## src/rtl/epp_ser_pkg.sv

```systemverilog
package epp_ser_pkg;

    typedef enum logic [1:0] {
        ST_IDLE  = 2'd0,
        ST_SHIFT = 2'd1,
        ST_HOLD  = 2'd2
    } ctl_state_e;

    typedef struct packed {
        ctl_state_e state;
        logic       strobe_prev;
    } ctl_regs_t;

endpackage

```

## src/rtl/epp_ser_sync.sv

```systemverilog
module epp_ser_sync #(
    parameter int          WIDTH     = 3,
    parameter int          STAGES    = 2,
    parameter logic [WIDTH-1:0] RESET_VAL = '1
) (
    input  logic             clk,
    input  logic             rst_n,
    input  logic [WIDTH-1:0] async_i,
    output logic [WIDTH-1:0] sync_o
);

    logic [STAGES-1:0][WIDTH-1:0] chain_d, chain_q;

    always_comb begin
        chain_d[0] = async_i;
        for (int i = 1; i < STAGES; i++) begin
            chain_d[i] = chain_q[i-1];
        end
    end

    always_ff @(posedge clk or negedge rst_n) begin
        if (!rst_n) begin
            for (int i = 0; i < STAGES; i++) begin
                chain_q[i] <= RESET_VAL;
            end
        end else begin
            chain_q <= chain_d;
        end
    end

    assign sync_o = chain_q[STAGES-1];

endmodule

```

## src/rtl/epp_ser_shifter.sv

```systemverilog
module epp_ser_shifter #(
    parameter int DATA_W     = 8,
    parameter int HALF_TICKS = 2
) (
    input  logic              clk,
    input  logic              rst_n,
    input  logic              start_i,
    input  logic [DATA_W-1:0] byte_i,
    output logic              sdata_o,
    output logic              sclk_o,
    output logic              done_o
);

    localparam int CNT_W  = (DATA_W > 1) ? $clog2(DATA_W) : 1;
    localparam int TICK_W = (HALF_TICKS > 1) ? $clog2(HALF_TICKS) : 1;
    localparam logic [CNT_W-1:0]  LAST_BIT  = CNT_W'(DATA_W - 1);
    localparam logic [TICK_W-1:0] LAST_TICK = TICK_W'(HALF_TICKS - 1);

    typedef struct packed {
        logic [DATA_W-1:0] sh;
        logic [CNT_W-1:0]  cnt;
        logic [TICK_W-1:0] tick;
        logic              phase;
        logic              active;
        logic              done;
    } shift_regs_t;

    shift_regs_t r_d, r_q;

    always_comb begin
        r_d      = r_q;
        r_d.done = 1'b0;
        if (!r_q.active) begin
            if (start_i) begin
                r_d.sh     = byte_i;
                r_d.cnt    = '0;
                r_d.tick   = '0;
                r_d.phase  = 1'b0;
                r_d.active = 1'b1;
            end
        end else if (r_q.tick == LAST_TICK) begin
            r_d.tick = '0;
            if (!r_q.phase) begin
                r_d.phase = 1'b1;
            end else begin
                r_d.phase = 1'b0;
                r_d.sh    = r_q.sh << 1;
                if (r_q.cnt == LAST_BIT) begin
                    r_d.active = 1'b0;
                    r_d.done   = 1'b1;
                end else begin
                    r_d.cnt = r_q.cnt + 1'b1;
                end
            end
        end else begin
            r_d.tick = r_q.tick + 1'b1;
        end
    end

    always_ff @(posedge clk or negedge rst_n) begin
        if (!rst_n) begin
            r_q <= '0;
        end else begin
            r_q <= r_d;
        end
    end

    assign sdata_o = r_q.active & r_q.sh[DATA_W-1];
    assign sclk_o  = r_q.active & r_q.phase;
    assign done_o  = r_q.done;

endmodule

```

## src/rtl/epp_serial_tx.sv

```systemverilog
module epp_serial_tx
    import epp_ser_pkg::*;
#(
    parameter int DATA_W      = 8,
    parameter int HALF_TICKS  = 2,
    parameter int SYNC_STAGES = 2
) (
    input  logic              clk,
    input  logic              rst_n,
    input  logic              cs_n,
    input  logic              strobe_n,
    input  logic              write_n,
    input  logic [DATA_W-1:0] host_data,
    output logic              wait_o,
    output logic              ser_data,
    output logic              ser_clk
);

    localparam int CTL_W = 3;

    logic [CTL_W-1:0] ctl_sync;
    logic             cs_s, strobe_s, write_s;
    logic             start, done;

    ctl_regs_t c_d, c_q;

    epp_ser_sync #(
        .WIDTH    (CTL_W),
        .STAGES   (SYNC_STAGES),
        .RESET_VAL('1)
    ) u_sync (
        .clk    (clk),
        .rst_n  (rst_n),
        .async_i({cs_n, strobe_n, write_n}),
        .sync_o (ctl_sync)
    );

    assign {cs_s, strobe_s, write_s} = ctl_sync;

    always_comb begin
        c_d             = c_q;
        c_d.strobe_prev = strobe_s;
        start           = 1'b0;
        case (c_q.state)
            ST_IDLE: begin
                if (c_q.strobe_prev && !strobe_s && !cs_s && !write_s) begin
                    start     = 1'b1;
                    c_d.state = ST_SHIFT;
                end
            end
            ST_SHIFT: begin
                if (done) c_d.state = ST_HOLD;
            end
            ST_HOLD: begin
                if (strobe_s) c_d.state = ST_IDLE;
            end
            default: c_d.state = ST_IDLE;
        endcase
    end

    always_ff @(posedge clk or negedge rst_n) begin
        if (!rst_n) begin
            c_q.state       <= ST_IDLE;
            c_q.strobe_prev <= 1'b1;
        end else begin
            c_q <= c_d;
        end
    end

    epp_ser_shifter #(
        .DATA_W    (DATA_W),
        .HALF_TICKS(HALF_TICKS)
    ) u_shift (
        .clk    (clk),
        .rst_n  (rst_n),
        .start_i(start),
        .byte_i (host_data),
        .sdata_o(ser_data),
        .sclk_o (ser_clk),
        .done_o (done)
    );

    assign wait_o = (c_q.state == ST_HOLD);

endmodule

```

## config.mk

```make
export PLATFORM = sky130hd
export DESIGN_NAME = epp_serial_tx
export DESIGN_NICKNAME = d
export VERILOG_FILES = /design/src/rtl/epp_ser_pkg.sv /design/src/rtl/epp_ser_sync.sv /design/src/rtl/epp_ser_shifter.sv /design/src/rtl/epp_serial_tx.sv
export SDC_FILE = /design/constraint.sdc
export NUM_CORES = 1
export LEC_CHECK = 0
export BUFFER_PORTS_ARGS = -buffer_cell sky130_fd_sc_hd__buf_2
export CAP_MARGIN = 20
export CORE_MARGIN = 1
export CORE_UTILIZATION = 53
export CTS_CLUSTER_DIAMETER = 60
export DETAILED_ROUTE_END_ITERATION = 7
export PLACE_DENSITY = 0.74
export SYNTH_ARGS = -nofsm -noshare
export SYNTH_HDL_FRONTEND = slang
export SYNTH_HIERARCHICAL = 1
export SYNTH_SLANG_ARGS = --single-unit
```

## constraint.sdc

```tcl
create_clock -name clk -period 2.4 [get_ports clk]
set_input_delay 0.48 -clock clk [delete_from_list [all_inputs] [get_ports clk]]
set_output_delay 0.48 -clock clk [all_outputs]
set_load 0.005 [all_outputs]
```

==> results by group <==
Setup path
  • Setup CP Type: reg2out
  • CP peak stage delay: approximately 750 ps
  • Crit path max-delay family: flip-flops
  • Slowest stage cell, crit path: dfrtp_1
  • CP Launch Type: register
  • Worst-path fanout max: 21
  • Worst Path Arrival: approximately 1400 ps
  • Req. time, crit path: 1920 ps
  • Crit-path cells: and2_1, buf_2
  • Crit. End Element: primary output
  • CP Buf/Inv Count: 1

Synth
  • Commonest cells post-synth: nand2_1 (18), dfrtp_1 (17), dfstp_2 (7)
  • Top-area cell type share of the netlist area: between 30% and 40%
  • Syn Nets: approximately 110
  • Mapped Cells: between 90 and 100
  • Ys Warns: 6
  • Synth Area in Compound Gates: between 10% and 20%
  • Ys async rst share: between 90% and 100%
  • Top_reg_cell synth: dfrtp_1
  • Largest cells by area after synthesis: dfrtp_1 (39%), dfstp_2 (17%), nand2_1 (6.2%)
  • Synthesized area: between 0.001 and 0.0015 mm^2
  • Most common cell in the netlist: nand2_1
  • Cell variety after synth: 33
  • Synth Area in XOR/XNOR: 1.60%
  • Largest area contributor in the netlist: dfrtp_1
  • Number of synthesized flops with an enable pin: 0
  • Sequential area share after synthesis: about 56%
  • #FFs+latches synth: 24
  • Syn avg cell area: between 10 and 15 um^2
  • Largest family of logic cells by synthesized area: simple AND/OR/NAND/NOR gates
  • Synth Area in Adders: 2.29%
  • Mux cell area share after synthesis: just under 2%
  • Simple-Gate Fraction of Synth Area: between 10% and 20%

Layout
  • Multi-input gate area: 437 um^2
  • # diodes: 0
  • Post-Layout Cell Count: roughly 140
  • Nets: 131
  • Synthesis-to-finish area growth: 12.5%
  • Fillers: about 170
  • Sequential Area: approximately 610 um^2
  • Fraction of layout cells with a size suffix above 1: 30.4%

Timing
  • RSZ-0062 raised after global routing: false
  • Slew @ Worst Pin: ~610 ps
  • Final setup fails: 0
  • Post-layout minimum cycle time: 1850 ps
  • Setup_tns: 0 ps
  • Max-slew violations: 0
  • Final Hold Vio Count: 0
  • Slew margin rel.: ~59%
  • Clock skew: between 7 and 8 ps
  • Final period utilization: between 70% and 80%
  • FMAX: around 540 MHz

Power
  • Leak Pwr: 0.542 nW
  • Pwr per Cell Area: approximately 1200 mW/mm^2
  • Peak VDD IR: 1030 uV

Place
  • I/O Buffers: 15
  • DP Cell Count: ~140
  • RD Place Congestion: ~0.68
  • DP HPWL: 1.28 mm

Die
  • Core box area: between 0.0015 and 0.002 mm^2
  • Die width: 47.4 um
  • DIE AREA: ~0.0022 mm^2
  • Num rows: 16
  • Starting Density: between 50% and 60%
  • Die height: ~47 um
  • IO Count: 16

Routing
  • 1st-iter DRT viols: 13
  • Antenna Nets Post-Route: 0
  • DRC: 0
  • WL/cell: about 13 um
  • Drt first pass iters: 4
  • DR vias: around 770
  • Drt total wl: 1.79 mm
  • Via/cell ratio: 5.45

CTS
  • CTS sink count: 24
  • CTS root buf: clkbuf_4
  • Hold Buf Count CTS: 0
  • Clk buf depth: 2
  • Post-CTS Setup Bufs: 0
  • Cts repair resizes: 0
  • CTS tree: built
  • CTS buffer count: 3
  • Worst-skew pair later-pin latency: 310 ps
  • CTS clock-pin slew for the worst setup and hold paths: roughly 130 ps
  • H-tree depth: 1

Global routing
  • First-pass GRT wire length: about 2.7 mm
  • Initial antenna violation count: 0
  • GR Util All Layers: around 18%
  • Largest net degree at the start of global routing: 25
  • Number of global-route vias before repair: roughly 620
  • Total gr overflow: 0

Outcome
  • Outcome: finished clean

Run
  • Max Cap Viol: 0

Min path
  • Hold Path Class: in2async
[per-stage QoR]
step / hold slack, ps / worst slack [ps] / area, um^2 / power, mW / utilization [%]
2_1_floorplan: 184 / 640 / 1090 / 1.07 / -
3_3_place_gp: 346 / 681 / 1180 / 1.15 / 60.6
3_5_place_dp: 347 / 654 / 1180 / 1.17 / 60.6
4_1_cts: 127 / 517 / 1230 / 1.47 / 63.3
5_1_grt: 153 / 422 / 1230 / 1.56 / 63.3
6_report: 111 / 547 / 1230 / 1.45 / 63.3
[cell families (layout without fill, tap and decap cells)]
kind of cell,Yosys count,after routing
AO/OA/AOI/OAI,21,21
XOR/XNOR,2,2
adder cells (fa/ha/maj),2,2
AND/OR/NAND/NOR,41,41
multiplexers,2,2
flip-flops,24,24
buffers and inverters,7,23
[metal layers]
layer  wire length [um]  track usage [%]  vias up
li1                   -                -      381
met3                 52             3.40        4
met4                 26             6.86        0
met1                826             24.0      373
met2                886             28.8       16
met5                  0                0        -
[area by class of cell]
class | count | share of cell area [%]
clock buffer | 3 | 1.83
clock inverter | 1 | 2.44
inverter | 2 | 0.610
multi-input combinational | 68 | 35.5
sequential | 24 | 49.5
tap | 27 | 2.75
timing repair buffer | 17 | 7.32
[path summary, 6_finish.rpt]
check,startpoint,endpoint,slack (ps),depth (start not counted)
worst max register to register,c_q[1],u_shift/r_q[9],610,6
min in group clk,cs_n,u_sync/chain_d[5],250,1
worst min-delay path,rst_n,u_shift/r_q[14],110,1
worst min register to register,u_sync/chain_d[3],u_sync/sync_o[0],360,0
worst max-delay path,u_shift/r_q[1],ser_clk,550,2
max in group asynchronous,rst_n,u_sync/sync_o[1],1920,1
[sequential cells by signal (all words and copies together) (netlist names)]
signal / cells
c_q: 3
u_sync/sync_o: 3
u_shift/r_q: 14
u_shift/done_o: 1
u_sync/chain_d: 3
[layout by cell type (no fill, tap or decap), types with 2 or more instances in the layout]
master / instances
a22o_1: 2
clkbuf_4: 3
a31oi_1: 6
buf_4: 2
nand3_1: 3
dfstp_2: 7
nor2b_1: 6
and2_1: 3
nand2_1: 18
ha_1: 2
nor2_1: 3
o211ai_1: 2
dfrtp_1: 17
a211oi_1: 6
buf_2: 15
inv_1: 2
[worst register-to-register path, cell delays in order, from the launching register on]
cell and delay [ps]:
dfrtp_1 400, or4_4 540, nor2_1 110, buf_4 210, nor2b_1 70, a211oi_1 220
a31oi_1 90
[where the power goes]
| part | switching [mW] | internal, mW |
|---|---|---|
| clock network | 0.118 | 0.169 |
| logic | 0.237 | 0.251 |
| registers | 0.141 | 0.538 |
No activity file was read; power rests on OpenSTA's default activity.
